===== config.mk =====
export PLATFORM = sky130hd
export DESIGN_NAME = pmp_bounds_dec
export DESIGN_NICKNAME = d
export VERILOG_FILES = /design/src/rtl/pmp_bounds_pkg.sv /design/src/rtl/pmp_tone_count.sv /design/src/rtl/pmp_napot_span.sv /design/src/rtl/pmp_bounds_dec.sv
export SDC_FILE = /design/constraint.sdc
export NUM_CORES = 1
export LEC_CHECK = 0
export BUFFER_PORTS_ARGS = -buffer_cell sky130_fd_sc_hd__buf_2
export CAP_MARGIN = 20
export CORE_AREA = 4 4 95 97
export CTS_BUF_LIST = sky130_fd_sc_hd__clkbuf_8
export CTS_CLUSTER_DIAMETER = 80
export DETAILED_ROUTE_END_ITERATION = 12
export DIE_AREA = 0 0 99 101
export PLACE_DENSITY = 0.8
export REMOVE_ABC_BUFFERS = 1
export SLEW_MARGIN = 20
export SYNTH_ARGS = -nofsm -noshare
export SYNTH_HDL_FRONTEND = slang
export SYNTH_SLANG_ARGS = --single-unit
export TNS_END_PERCENT = 5

===== constraint.sdc =====
create_clock -name clk -period 0.8 [get_ports clk]
set_clock_uncertainty 0.05 [all_clocks]
set_input_delay 0.04 -clock clk [delete_from_list [all_inputs] [get_ports clk]]
set_output_delay 0.04 -clock clk [all_outputs]
set_load 0.005 [all_outputs]

===== src/rtl/pmp_bounds_pkg.sv =====
package pmp_bounds_pkg;

    typedef enum logic [1:0] {
        MATCH_OFF   = 2'd0,
        MATCH_TOR   = 2'd1,
        MATCH_NA4   = 2'd2,
        MATCH_NAPOT = 2'd3
    } match_mode_e;

endpackage


===== src/rtl/pmp_tone_count.sv =====
// Counts the run of one bits starting at bit 0; returns AW when all bits are set.
module pmp_tone_count #(
    parameter int AW = 32,
    localparam int CW = $clog2(AW + 1)
) (
    input  logic [AW-1:0] vec_i,
    output logic [CW-1:0] ones_o
);
    always_comb begin
        ones_o = CW'(AW);
        for (int i = AW - 1; i >= 0; i--) begin
            if (!vec_i[i]) begin
                ones_o = CW'(i);
            end
        end
    end
endmodule


===== src/rtl/pmp_napot_span.sv =====
// Builds the aligned power-of-two range from a trailing-ones count.
module pmp_napot_span #(
    parameter int AW = 32,
    localparam int CW = $clog2(AW + 1),
    localparam int OW = AW + 2
) (
    input  logic [AW-1:0] addr_i,
    input  logic [CW-1:0] ones_i,
    output logic [OW-1:0] lo_o,
    output logic [OW-1:0] hi_o
);
    // keep_m marks register bits 0..t: the t trailing ones plus the zero that ends them.
    logic [AW-1:0] keep_m;
    logic          whole_space;

    for (genvar g = 0; g < AW; g++) begin : g_mask
        assign keep_m[g] = (ones_i >= CW'(g));
    end

    assign whole_space = (ones_i == CW'(AW));

    always_comb begin
        if (whole_space) begin
            lo_o = '0;
            hi_o = '1;
        end else begin
            lo_o = {addr_i & ~keep_m, 2'b00};
            hi_o = {addr_i |  keep_m, 2'b11};
        end
    end
endmodule


===== src/rtl/pmp_bounds_dec.sv =====
module pmp_bounds_dec
    import pmp_bounds_pkg::*;
#(
    parameter int AW = 32,
    localparam int OW = AW + 2,
    localparam int CW = $clog2(AW + 1)
) (
    input  logic          clk,
    input  logic          rst_n,
    input  logic [1:0]    mode_i,
    input  logic          first_entry_i,
    input  logic [AW-1:0] cur_addr_i,
    input  logic [AW-1:0] prev_addr_i,
    output logic          rgn_valid_o,
    output logic [OW-1:0] rgn_lo_o,
    output logic [OW-1:0] rgn_hi_o
);
    typedef struct packed {
        logic          valid;
        logic [OW-1:0] lo;
        logic [OW-1:0] hi;
    } span_t;

    span_t span_d, span_q;

    logic [CW-1:0] tone_cnt;
    logic [OW-1:0] napot_lo, napot_hi;
    logic [AW-1:0] base_below;
    match_mode_e   mode;

    assign mode = match_mode_e'(mode_i);

    pmp_tone_count #(.AW(AW)) u_tone (
        .vec_i  (cur_addr_i),
        .ones_o (tone_cnt)
    );

    pmp_napot_span #(.AW(AW)) u_napot (
        .addr_i (cur_addr_i),
        .ones_i (tone_cnt),
        .lo_o   (napot_lo),
        .hi_o   (napot_hi)
    );

    assign base_below = first_entry_i ? '0 : prev_addr_i;

    always_comb begin
        span_d = '0;
        unique case (mode)
            MATCH_TOR: begin
                span_d.valid = 1'b1;
                span_d.lo    = {base_below, 2'b00};
                span_d.hi    = {cur_addr_i, 2'b00} - OW'(1);
            end
            MATCH_NA4: begin
                span_d.valid = 1'b1;
                span_d.lo    = {cur_addr_i, 2'b00};
                span_d.hi    = {cur_addr_i, 2'b11};
            end
            MATCH_NAPOT: begin
                span_d.valid = 1'b1;
                span_d.lo    = napot_lo;
                span_d.hi    = napot_hi;
            end
            default: begin
                span_d = '0;
            end
        endcase
    end

    always_ff @(posedge clk or negedge rst_n) begin
        if (!rst_n) begin
            span_q <= '0;
        end else begin
            span_q <= span_d;
        end
    end

    assign rgn_valid_o = span_q.valid;
    assign rgn_lo_o    = span_q.lo;
    assign rgn_hi_o    = span_q.hi;
endmodule


Word level (Yosys, flattened, before mapping)
Cells that the tools add are included.
- register bits after elaboration: 69
- output and inout port bits: 69
- word-level logic and storage cells: 79
- $add $sub $neg: 1
- magnitude comparators: 32
- eq/ne operators: 4
- muxes and demuxes: 36
- bitwise operators: 3
- operators by type and width (kind ; number):
    one-hot mux 69 bit (3 select lines) ; 1
    2-to-1 mux 6 bit ; 32
    greater-or-equal comparator 6 x 5 -> 1 bit (second input constant) ; 16
    2-to-1 mux 34 bit ; 2
    greater-or-equal comparator 6 x 4 -> 1 bit (second input constant) ; 8
    subtractor 34 x 1 -> 34 bit (second input constant) ; 1
    bitwise AND 32 bit ; 1
    2-to-1 mux 32 bit ; 1
    NOT 32 bit ; 1
    bitwise OR 32 bit ; 1
    greater-or-equal comparator 6 x 3 -> 1 bit (second input constant) ; 4
    greater-or-equal comparator 6 x 1 -> 1 bit (second input constant) ; 2
    greater-or-equal comparator 6 x 2 -> 1 bit (second input constant) ; 2
    == test 6 bit (second input constant) ; 1
    == test 2 bit (second input constant) ; 2
    == test 2 x 1 -> 1 bit (second input constant) ; 1

Logic depth before layout (Yosys ltp)
- depth after elaboration: 37
- mapped depth: 10
- depth with buffers taken out: 8

By module
From an unflattened synthesis, not the netlist that was laid out.
- cells, all modules: 598
- area total of the unflattened synthesis: 5195.0 sq um
- by module, submodules not included (module ; times used ; cells each ; area an instance (sq um)):
    pmp_bounds_dec ; 1 ; 412 ; 4048.9
    pmp_napot_span ; 1 ; 119 ; 773.2
    pmp_tone_count ; 1 ; 67 ; 372.9

Least setup slack after synthesis
No wires, ideal clock.
- path kind: in2reg
- from: input cur_addr_i[1]
- to: register span_q (netlist bit rgn_hi_o[32])
- arrival time: 1.907 ns
- required time: 0.624 ns
- slack: -1.283 ns
- cell stages on the path: 10
- buffers on the path: 2
- path through: clkbuf_1 -> inv_1 -> ha_1 -> nor2b_1 -> nand4_4 -> nand2b_4 -> buf_6 -> or3_1 -> a32oi_1 -> o21ai_1
- RTL lines (what ; RTL line ; source):
    start: declaration ; pmp_bounds_dec.sv:12 ; input logic [AW-1:0] cur_addr_i,
    end signal: assignment ; pmp_bounds_dec.sv:75 ; span_q <= span_d;
    end: declaration ; pmp_bounds_dec.sv:24 ; span_t span_d, span_q;

==> results.cfg <==
[outcome]
status = complete, but fails checks
violations = negative hold slack, negative setup slack

[synth]
yosysMostFrequentCell = dfrtp_1
synthFlopType = dfrtp_1
synth_area_leader_cell = dfrtp_1
synth-seq-cells = 65
ys_top_cells_by_count = 65 x dfrtp_1, 48 x nand2_1, 36 x nor2_1
synth-edff-count = 0
avgSynthCellArea_um2 = 8.555
ys_types = 67
async_flop_share_pct = 100.0
yosysTopAreaCellShare_pct = 38.64
yosys_warnings = 0
synth_cells = 492
synth.top_cells.by_area = dfrtp_1 39%, nand2_1 4.3%, o21ai_0 4.2%, a21oi_1 3.4%, nor2_1 3.2%
ys_seq_area_share_pct = 38.64
netlist_area_um2 = 4209

[grt]
antenna_found_initial = 0
grtUsageMet3_pct = 10.52
grt_overflow = 0
gr-usage-met2_pct = 66.22
grt_usage_pct = 40.30
grt_util_met1_pct = 49.93
grt_pass1_wl_mm = 31.36
busiest_layer = met2
grt_max_degree = 66
grt_pass1_vias = 5901

[power_and_ir_drop]
powerDensity_nw_per_um2 = 1214
internal_power_uw = 5919
power_uw = 8816
ir_worst_vdd_uv = 976.9
clockPowerShare_pct = 27.6
p_comb_share_pct = 31.6
p_leak_uw = 0.003306
power_frac_seq_pct = 40.8
p_sw_uw = 2897
sw_frac_of_total_pct = 32.86

[timing]
fin_crit_sh_pct = 210.0
hold_viol_final = 11
worst_pin_slew_ns = 0.5002
setup_viol = 126
post-route-min-period_ns = 1.680
rsz0062_at_grt = yes
fmax_mhz = 595.2
whs_ns = -0.08705
setup_ws_ns = -0.8802
slew_violations = 0
slew_headroom_pct = 66.62

[worst_setup_path]
cp-end-kind = flop
worstPathRequired_ns = 0.97
startpoint_type = input port
path_class = input port to flop
crit_arrival_ns = 1.85
worst-path-max-fanout = 5

[die]
core_area_um2 = 8134
die_y_um = 101
pin_count = 138
num_rows = 33
die_area_um2 = 9999
start_util_pct = 51.75
die_w_um = 99

[finish]
nets = 857
area_delta_synth_final_pct = 72.56
stdcell_count = 897
finalInstanceArea_um2 = 7263
utilization_pct = 89.29
diodes = 0
fillCellCount = 373
ff_latch_area_um2 = 1627
multi_input_area_um2 = 2743
drive_above_1_share_pct = 52.65

[placed_design]
numPortBuffers = 135
placed_area_um2 = 6045
dpl.cell_count = 843
dp_slack_ns = -1.347
hpwl_mm = 13.86
place_congestion = 0.9855

[drt]
routed_wl_mm = 21.95
ant_nets = 0
drc = 0
vias = 6056
avgRoutedWirePerCell_um = 24.47
drtIter0Drc = 859
drt_first_pass_iters = 6
drt-vias-per-instance = 6.751

[clock_network]
clk_pin_slew_ns = 0.07
clockBufferDepth = 2
cts_root_buf = clkbuf_8
clock-sinks = 65
postCtsHoldBufs = 25
h-tree-depth = 3
cts_tree = yes
cts_buffers = 9

[job]
cap_violations = 0

[worst_hold_path]
min_path_cells = 2
hp-class = input port to flop
-- per-layer routing --
metal,up-vias,part of all wire [%]
li1,2461,-
met1,2807,34
met2,623,47
met3,165,13
met4,0,6.3
met5,-,0
-- per-stage QoR --
step / hold WS [ns] / TNS (ns)
6_report: -0.08705 / -39.92
3_3_place_gp: 0.02413 / -56.57
3_5_place_dp: 0.03910 / -57.96
5_1_grt: -0.07440 / -43.61
2_1_floorplan: -0.3056 / -63.95
4_1_cts: -0.1169 / -36.33
-- cell type report --
class | count | share of cell area (%)
inverter | 12 | 0.6202
multi-input combinational | 362 | 37.76
clock buffer | 9 | 1.705
tap | 105 | 1.809
clock inverter | 7 | 0.4307
timing repair buffer | 337 | 35.28
sequential | 65 | 22.39
-- power by group through the flow --
stage | clock network (uW) | registers (uW) | logic, uW
2_1_floorplan | 0 | 3690 | 609
3_3_place_gp | 0 | 3640 | 2120
3_5_place_dp | 0 | 3650 | 2150
4_1_cts | 2420 | 3590 | 2490
5_1_grt | 2580 | 3610 | 2900
6_report | 2440 | 3590 | 2790
-- sequential cells by signal (all words and copies together) (netlist names) --
signal    cells
rgn_hi_o     33
rgn_lo_o     32
-- layout by cell type, fill, tap and decap left out, types with 5 or more instances in the layout --
cell	n
a21oi_1	23
nor4_1	7
buf_12	6
buf_8	6
nand2_2	6
o21ai_1	24
buf_4	151
a31oi_1	9
nor2_2	6
nand3_1	12
o21ai_0	11
a31o_2	5
a41o_1	6
inv_1	14
a32o_1	13
buf_6	32
nor2_1	27
nor3_2	6
a31oi_2	5
a22o_1	12
nand2_1	40
buf_2	116
clkbuf_8	9
nand4_1	13
nor3_1	6
dfrtp_1	65
dlygate4sd3_1	25
o21a_1	5
-- worst paths after layout --
path,startpoint,endpoint,slack [ns]
max,cur_addr_i[11],rgn_hi_o[25],-0.88
max in group asynchronous,rst_n,rgn_hi_o[33],0.22
min,prev_addr_i[14],rgn_lo_o[16],-0.09
min in group asynchronous,rst_n,rgn_lo_o[16],0.18
-- worst max-delay path, stage by stage --
cell     delay [ns]
buf_8          0.10
buf_6          0.12
nor4_4         0.36
nand4_1        0.26
buf_6          0.21
buf_4          0.16
nor3_2         0.19
xor2_1         0.20
nand2_1        0.10
o31ai_1        0.11
-- kinds of logic after synthesis --
group / share of synthesized area (%)
adder cells (fa/ha/maj): 0.2972
AND/OR/NAND/NOR: 22.92
flip-flops: 38.64
other: 0.08909
multiplexers: 0.2378
buffers and inverters: 7.224
XOR/XNOR: 0.8325
AO/OA/AOI/OAI: 29.76
-- what timing repair did --
item / in CTS / in global routing
gates cloned: 1 / 0
gates resized for setup: 128 / 58
endpoints found under the hold margin: 98 / 12
pin swaps: 31 / 17
setup buffers: 5 / 8
setup endpoints to repair: 127 / 129
Note: power is estimated with default switching activity, not from simulation.
